--- src/rtl/sdr_chk_pkg.sv ---
// Shared types and helpers for the SDRAM protocol checker.
// Assumes the usual active-low command strobe encoding.
package sdr_chk_pkg;

    typedef enum logic [2:0] {
        C_NOP, C_ACT, C_RD, C_WR, C_BST, C_PRE, C_REF, C_MRS
    } cmd_e;

    localparam int ERR_N      = 10;
    localparam int E_MODE     = 0;
    localparam int E_MRD      = 1;
    localparam int E_RCD      = 2;
    localparam int E_RAS      = 3;
    localparam int E_RRD      = 4;
    localparam int E_RC       = 5;
    localparam int E_AP_BUSY  = 6;
    localparam int E_RP       = 7;
    localparam int E_IDLE     = 8;
    localparam int E_OPEN     = 9;

    // Round a time up to whole clock cycles.
    function automatic int ceil_div(input int num, input int den);
        return (num + den - 1) / den;
    endfunction

    // Turn the sampled strobes into a command.
    function automatic cmd_e decode_cmd(input logic cs_n, input logic ras_n,
                                        input logic cas_n, input logic we_n);
        cmd_e c;
        if (cs_n) begin
            c = C_NOP;
        end else begin
            case ({ras_n, cas_n, we_n})
                3'b111:  c = C_NOP;
                3'b011:  c = C_ACT;
                3'b101:  c = C_RD;
                3'b100:  c = C_WR;
                3'b110:  c = C_BST;
                3'b010:  c = C_PRE;
                3'b001:  c = C_REF;
                default: c = C_MRS;
            endcase
        end
        return c;
    endfunction

endpackage

--- src/rtl/sdr_bank_tracker.sv ---
// Per-bank tracker: open/closed state, age since the last activate, and a
// lockout counter until a new activate is allowed after a precharge.
// Assumes all timing limits are at least one cycle.
module sdr_bank_tracker
    import sdr_chk_pkg::*;
#(
    parameter int BANK_ID   = 0,
    parameter int BANK_W    = 2,
    parameter int T_RCD     = 2,
    parameter int T_RAS     = 5,
    parameter int T_RC      = 7,
    parameter int T_RP      = 2,
    parameter int BURST_LEN = 4
) (
    input  logic              clk,
    input  logic              rst_n,
    input  cmd_e              cmd,
    input  logic              is_col,
    input  logic [BANK_W-1:0] ba,
    input  logic              a10,
    output logic              active,
    output logic              err_rcd,
    output logic              err_ras,
    output logic              err_rc,
    output logic              err_rp,
    output logic              err_idle,
    output logic              err_open
);

    localparam int AGE_MAX0 = (T_RC > T_RAS) ? T_RC : T_RAS;
    localparam int AGE_MAX  = (AGE_MAX0 > T_RCD) ? AGE_MAX0 : T_RCD;
    localparam int AGE_W    = $clog2(AGE_MAX + 1);
    localparam int LOCK_MAX = BURST_LEN + T_RP - 1;
    localparam int LOCK_W   = $clog2(LOCK_MAX + 1);

    localparam logic [AGE_W-1:0]  AGE_SAT = AGE_W'(AGE_MAX);
    localparam logic [AGE_W-1:0]  LIM_RCD = AGE_W'(T_RCD);
    localparam logic [AGE_W-1:0]  LIM_RAS = AGE_W'(T_RAS);
    localparam logic [AGE_W-1:0]  LIM_RC  = AGE_W'(T_RC);
    localparam logic [LOCK_W-1:0] LOCK_PRE = LOCK_W'(T_RP - 1);
    localparam logic [LOCK_W-1:0] LOCK_AP  = LOCK_W'(LOCK_MAX);

    logic [AGE_W-1:0]  age;
    logic [LOCK_W-1:0] lock;
    logic hit, act_hit, col_hit, pre_hit;

    // Work out which parts of the current command touch this bank.
    always_comb begin
        hit     = (ba == BANK_W'(BANK_ID));
        act_hit = (cmd == C_ACT) && hit;
        col_hit = is_col && hit;
        pre_hit = (cmd == C_PRE) && (hit || a10);
    end

    // Judge the current command against this bank's state.
    always_comb begin
        err_idle = col_hit && !active;
        err_rcd  = col_hit && active && (age < LIM_RCD);
        err_ras  = pre_hit && active && (age < LIM_RAS);
        err_open = act_hit && active;
        err_rc   = act_hit && (age < LIM_RC);
        err_rp   = act_hit && !active && (lock != '0);
    end

    // Update the bank state, the activate age and the lockout.
    always_ff @(posedge clk) begin
        if (!rst_n) begin
            active <= 1'b0;
            age    <= AGE_SAT;
            lock   <= '0;
        end else begin
            if (age != AGE_SAT) age <= age + AGE_W'(1);
            if (lock != '0)     lock <= lock - LOCK_W'(1);
            if (act_hit) begin
                active <= 1'b1;
                age    <= AGE_W'(1);
                lock   <= '0;
            end else if (pre_hit && active) begin
                active <= 1'b0;
                lock   <= LOCK_PRE;
            end else if (col_hit && a10 && active) begin
                active <= 1'b0;
                lock   <= LOCK_AP;
            end
        end
    end

    // a pending lockout only exists while the bank is closed.
    p_lock_closed_r10: assert property (@(posedge clk) disable iff (!rst_n)
        (lock != '0) |-> !active);

    // an auto-precharge access closes the bank and starts its lockout.
    p_ap_closes_r9: assert property (@(posedge clk) disable iff (!rst_n)
        (col_hit && a10 && active) |=> (!active && lock != '0));

endmodule

--- config.mk ---
export PLATFORM = sky130hd
export DESIGN_NAME = sdr_bank_tracker
export DESIGN_NICKNAME = d
export VERILOG_FILES = /design/src/rtl/sdr_chk_pkg.sv /design/src/rtl/sdr_bank_tracker.sv
export SDC_FILE = /design/constraint.sdc
export NUM_CORES = 1
export LEC_CHECK = 0
export BUFFER_PORTS_ARGS = -buffer_cell sky130_fd_sc_hd__buf_2
export CORE_AREA = 2 2 39 41
export CTS_CLUSTER_SIZE = 24
export DETAILED_ROUTE_END_ITERATION = 8
export DIE_AREA = 0 0 41 43
export PLACE_DENSITY = 0.64
export SETUP_SLACK_MARGIN = 0.1
export SYNTH_ARGS = -nofsm -noshare
export SYNTH_HDL_FRONTEND = slang
export SYNTH_SLANG_ARGS = --single-unit
--- constraint.sdc ---
create_clock -name clk -period 1.6 [get_ports clk]
set_input_delay 0.16 -clock clk [delete_from_list [all_inputs] [get_ports clk]]
set_output_delay 0.16 -clock clk [all_outputs]
set_load 0.005 [all_outputs]
---- After elaboration in Yosys (flattened, before gate mapping) ----
Index checks and enable logic that the tools add are counted.
storage, ports and cells
  output and inout port bits .............. 7
  input port bits ......................... 9
  register bits ........................... 7
  word-level logic and storage cells ...... 48
operators by class
  reductions and logical operators ........ 25
  bitwise operators ....................... 1
  muxes and demuxes ....................... 8
  add/subtract/negate cells ............... 2
  order comparisons ....................... 3
  eq/ne operators ......................... 3
operators by type and width
  cell                                                number
  logical AND 1 bit                                   14
  two-way mux 3 bit                                   4
  nonzero test 3 bit                                  3
  < comparator 3 bit, second input constant           2
  two-way mux 1 bit                                   4
  nonzero test 2 bit                                  2
  OR reduction 4 bit                                  1
  adder 3 x 1 -> 3 bit, second input constant         1
  == test 3 x 1 -> 1 bit, second input constant       1
  == test 3 bit, second input constant                1
  < comparator 3 x 2 -> 1 bit, second input constant  1
  != test 3 bit, second input constant                1
  OR reduction 3 bit                                  1
  subtractor 3 x 1 -> 3 bit, second input constant    1
  logical NOT 2 bit                                   1
  OR reduction 2 bit                                  1
  logical NOT 1 bit                                   1
  logical OR 1 bit                                    1
  NOT 1 bit                                           1

---- Longest topological paths before layout ----
  depth after elaboration ................. 7
  gate-level depth with buffers ........... 6
  gate-level depth less buffers ........... 6

---- Worst setup path before layout ----
OpenSTA, ideal clock, no wires.
  kind .................................... register -> register
  start ................................... register lock[0]
  end ..................................... register lock[0]
  cell stages (with the launch flop) ...... 6
  clock period less this slack ............ 1.318 ns
  path slack .............................. 0.282 ns
  buffers on the path ..................... 0
  data required time ...................... 1.478 ns
  data arrival time ....................... 1.197 ns
  setup time .............................. 0.122 ns
  cells stage by stage .................... dfxtp_1 > inv_1 > ha_1 > ha_1 > xnor2_1 > o311a_1
between the ends
  word-level cells in the longest chain between the ends .. 4
  elaborated cells on any way between the ends .. 6
  classes of those cells .................. 1 x add/sub; 3 x mux; 2 x reduce/logical
ends and longest elaborated chain
  what                       RTL line                RTL
  start, declared            sdr_bank_tracker.sv:44  logic [LOCK_W-1:0] lock;
  start signal, assigned     sdr_bank_tracker.sv:73  if (lock != '0) lock <= lock - LOCK_W'(1);
  subtractor 3 x 1 -> 3 bit  sdr_bank_tracker.sv:73
  two-way mux 3 bit          sdr_bank_tracker.sv:73
  two-way mux 3 bit          sdr_bank_tracker.sv:81  end else if (col_hit && a10 && active) begin
  two-way mux 1 bit          sdr_bank_tracker.sv:78  end else if (pre_hit && active) begin
Parallel ways exist; a longest one is shown, timed or not. The select of a mux whose other input is x is not followed.
A chain may end at the register's enable or synchronous reset.

---- Worst setup path after layout ----
  start ................................... register lock[0]
  end ..................................... output err_rp
between the ends
  word-level cells in the longest chain between the ends .. 2
ends and longest elaborated chain
  what                RTL line                RTL
  nonzero test 3 bit  sdr_bank_tracker.sv:62  err_rp = act_hit && !active && (lock != '0);
  logical AND 1 bit   sdr_bank_tracker.sv:62
  end, declared       sdr_bank_tracker.sv:25  output logic err_rp,
Every way passes these cells.

==> impl_metrics.toml <==
[placed_design]
place_congestion = 0.756
hpwl_um = 838
portBuffers = 15

[critical_path]
path_class = "reg2out"
reg2reg_from = "lock[0]$_SDFFE_PP0P_"
crit_path_start_kind = "flop"
cp-end-kind = "output port"
worst_r2r_endpoint = "lock[1]$_SDFFE_PP0P_"
rr_worst_depth = 6
crit_fanout = 5
cp.arrival_ps = 1260
cp.required_ps = 1440
rrSetupSlack_ps = 360

[grt]
grt_pass1_vias = 412
grt_antenna_before_repair = 0
overflow = 0
grt_max_degree = 8
grt_pass1_wl_um = 1680
track_usage_pct = 14.1

[logic_synthesis]
yosysWarnings = 0
synth_area_um2 = 463
netlist-cell-type-count = 28
yosys.area.top_type_share_pct = 30.3
synth-seq-cells = 7
synth_edf_count = 0
ys.flop_type = "dfxtp_1"
postSynthAreaPerCell_um2 = 9.08
ys_top_cells_by_area = "dfxtp_1 (30%), ha_1 (14%), mux2i_1 (6.5%), inv_1 (4.1%), o21ai_0 (3.2%)"
yosysTopAreaCell = "dfxtp_1"
synth_fp_nets = 65
async_flop_share_pct = 0
synthCells = 51
yosysSeqAreaShare_pct = 30.3

[floorplanning]
dieHeight_um = 43
rows = 14
start_util_pct = 33.5
num_io_pins = 16
dieArea_mm2 = 0.00176
coreArea_mm2 = 0.00138
dieWidth_um = 41

[cells_and_area]
area_growth_pct = 32.7
fillers = 148
layout_commonest_cell = "buf_2"
drive_gt1_share_pct = 36.6
diodes = 0
layout.nets = 86
final_cell_mix = "buf_2 (15), dfxtp_1 (6), inv_1 (5)"

[drt]
route.antenna.remaining_nets = 0
drtIter0Drc = 12
via_per_inst = 5.21
wl_um = 1030
drc = 0
drt-wirelength-per-cell_um = 11.9
vias = 453
drt-pass1-iter-count = 4

[cts]
cts_hold_buf = 0
insertion_delay_ps = 260
clkTransAtPathRegs_ps = 60
cts_tree = "built"
clkSinkCount = 7
clock-root-buffer = "clkbuf_4"
clock_path_buffers = 2
htreeDepth = 1
cts_made_buffers = 3

[worst_hold_path]
min_path_cells = 2
hp-start = "rst_n"
min_to = "age[0]$_SDFFE_PP1N_"
hold_path.class = "in2reg"

[run]
cap_violations = 0

[sta]
report.final.slew_viol_count = 0
hold_viol = 0
post-route-min-period_ps = 1420
grt_setup_unrepaired = "no"
finClkSkew_ps = 14.5
max_freq_mhz = 703
hold_slack_ps = 130
tns_ps = 0
post-route-period-util_pct = 88.9
slew-limit-headroom_pct = 68.4
finalSetupViolCount = 0
worstMarginPinSlew_ps = 469

[status]
status = "finished, final reports clean"

[pwr]
irDropWorstVdd_v = 0.000437
power.leakage_nw = 0.288
power_density_mw_per_mm2 = 1310
## area by class of cell
class	count	area (µm²)	share of cell area, %
Clock buffer	3	22.5	3.67
Clock inverter	1	5.00	0.815
Inverter	5	18.8	3.05
Multi-Input combinational cell	39	324	52.7
Sequential cell	7	141	23.0
Tap cell	16	20.0	3.26
Timing Repair Buffer	16	82.6	13.4
## sequential cells by signal (all words and copies together), names as in the netlist
register / cells
age: 3
lock: 3
active: 1
## critical path: stages (launching register included)
cell	delay, ps
dfxtp_2	320
inv_1	40
ha_2	190
ha_4	180
nor3_2	130
buf_2	130
## kinds of logic after synthesis
kind of cell               synth area share [%]
AOI/OAI and AO/OA                          16.5
xor gates and xnor gates                   3.78
adders and majority gates                  13.5
buffers and inverters                      4.05
DFF                                        30.3
muxes                                      6.49
and+or+nand+nor                            25.4
## worst max-delay path by stage
stage | start | end | slack (ps) | cells past startpoint
after global routing | lock[0]$_SDFFE_PP0P_ | err_rp | 80 | 5
after floorplan | lock[0]$_SDFFE_PP0P_ | lock[0]$_SDFFE_PP0P_ | 280 | 5
after CTS | lock[0]$_SDFFE_PP0P_ | err_rp | 130 | 5
after global placement | lock[0]$_SDFFE_PP0P_ | lock[0]$_SDFFE_PP0P_ | 250 | 5
final | lock[0]$_SDFFE_PP0P_ | err_rp | 180 | 5
after detailed placement | lock[0]$_SDFFE_PP0P_ | lock[1]$_SDFFE_PP0P_ | 200 | 6
## Yosys cell counts (2+ instances only)
cell type  n
ha_1       5
nor3_1     2
dfxtp_1    7
nor2_1     3
inv_1      5
mux2i_1    3
o21ai_0    3
nor4_1     2
nand3_1    2
## per-layer routing
layer | global-route usage [%] | routed length [µm] | up-vias
met5 | 0 | 0 | -
met4 | 8.00 | 16 | 0
met3 | 4.71 | 69 | 2
met2 | 18.4 | 469 | 20
met1 | 19.4 | 477 | 198
li1 | - | - | 233
## power breakdown
part / switching, mW / total (mW) / internal [mW]
Sequential: 0.0511 / 0.281 / 0.230
Combinational: 0.169 / 0.362 / 0.193
Clock: 0.0710 / 0.163 / 0.0916
Total: 0.291 / 0.806 / 0.515
## through the flow
| step | power, mW | std cells | area [µm²] | setup WS (ps) | util (%) |
|---|---|---|---|---|---|
| CTS | 0.809 | 86 | 602 | 128 | 43.5 |
| detailed placement | 0.617 | 82 | 558 | 199 | 40.3 |
| global placement | 0.580 | 82 | 558 | 247 | 40.3 |
| global route | 0.891 | 87 | 614 | 81.4 | 44.4 |
| finish | 0.806 | 87 | 614 | 177 | 44.4 |
| floorplan | 0.524 | 51 | 463 | 282 | - |
## timing repair
action                                 4_1_cts  5_1_grt
setup endpoints to repair                    1        1
cloned                                       0        0
endpoints found under the hold margin        0        0
resized for setup                            4        1
setup buffers                                0        1
(Power assumes the default switching activity.)
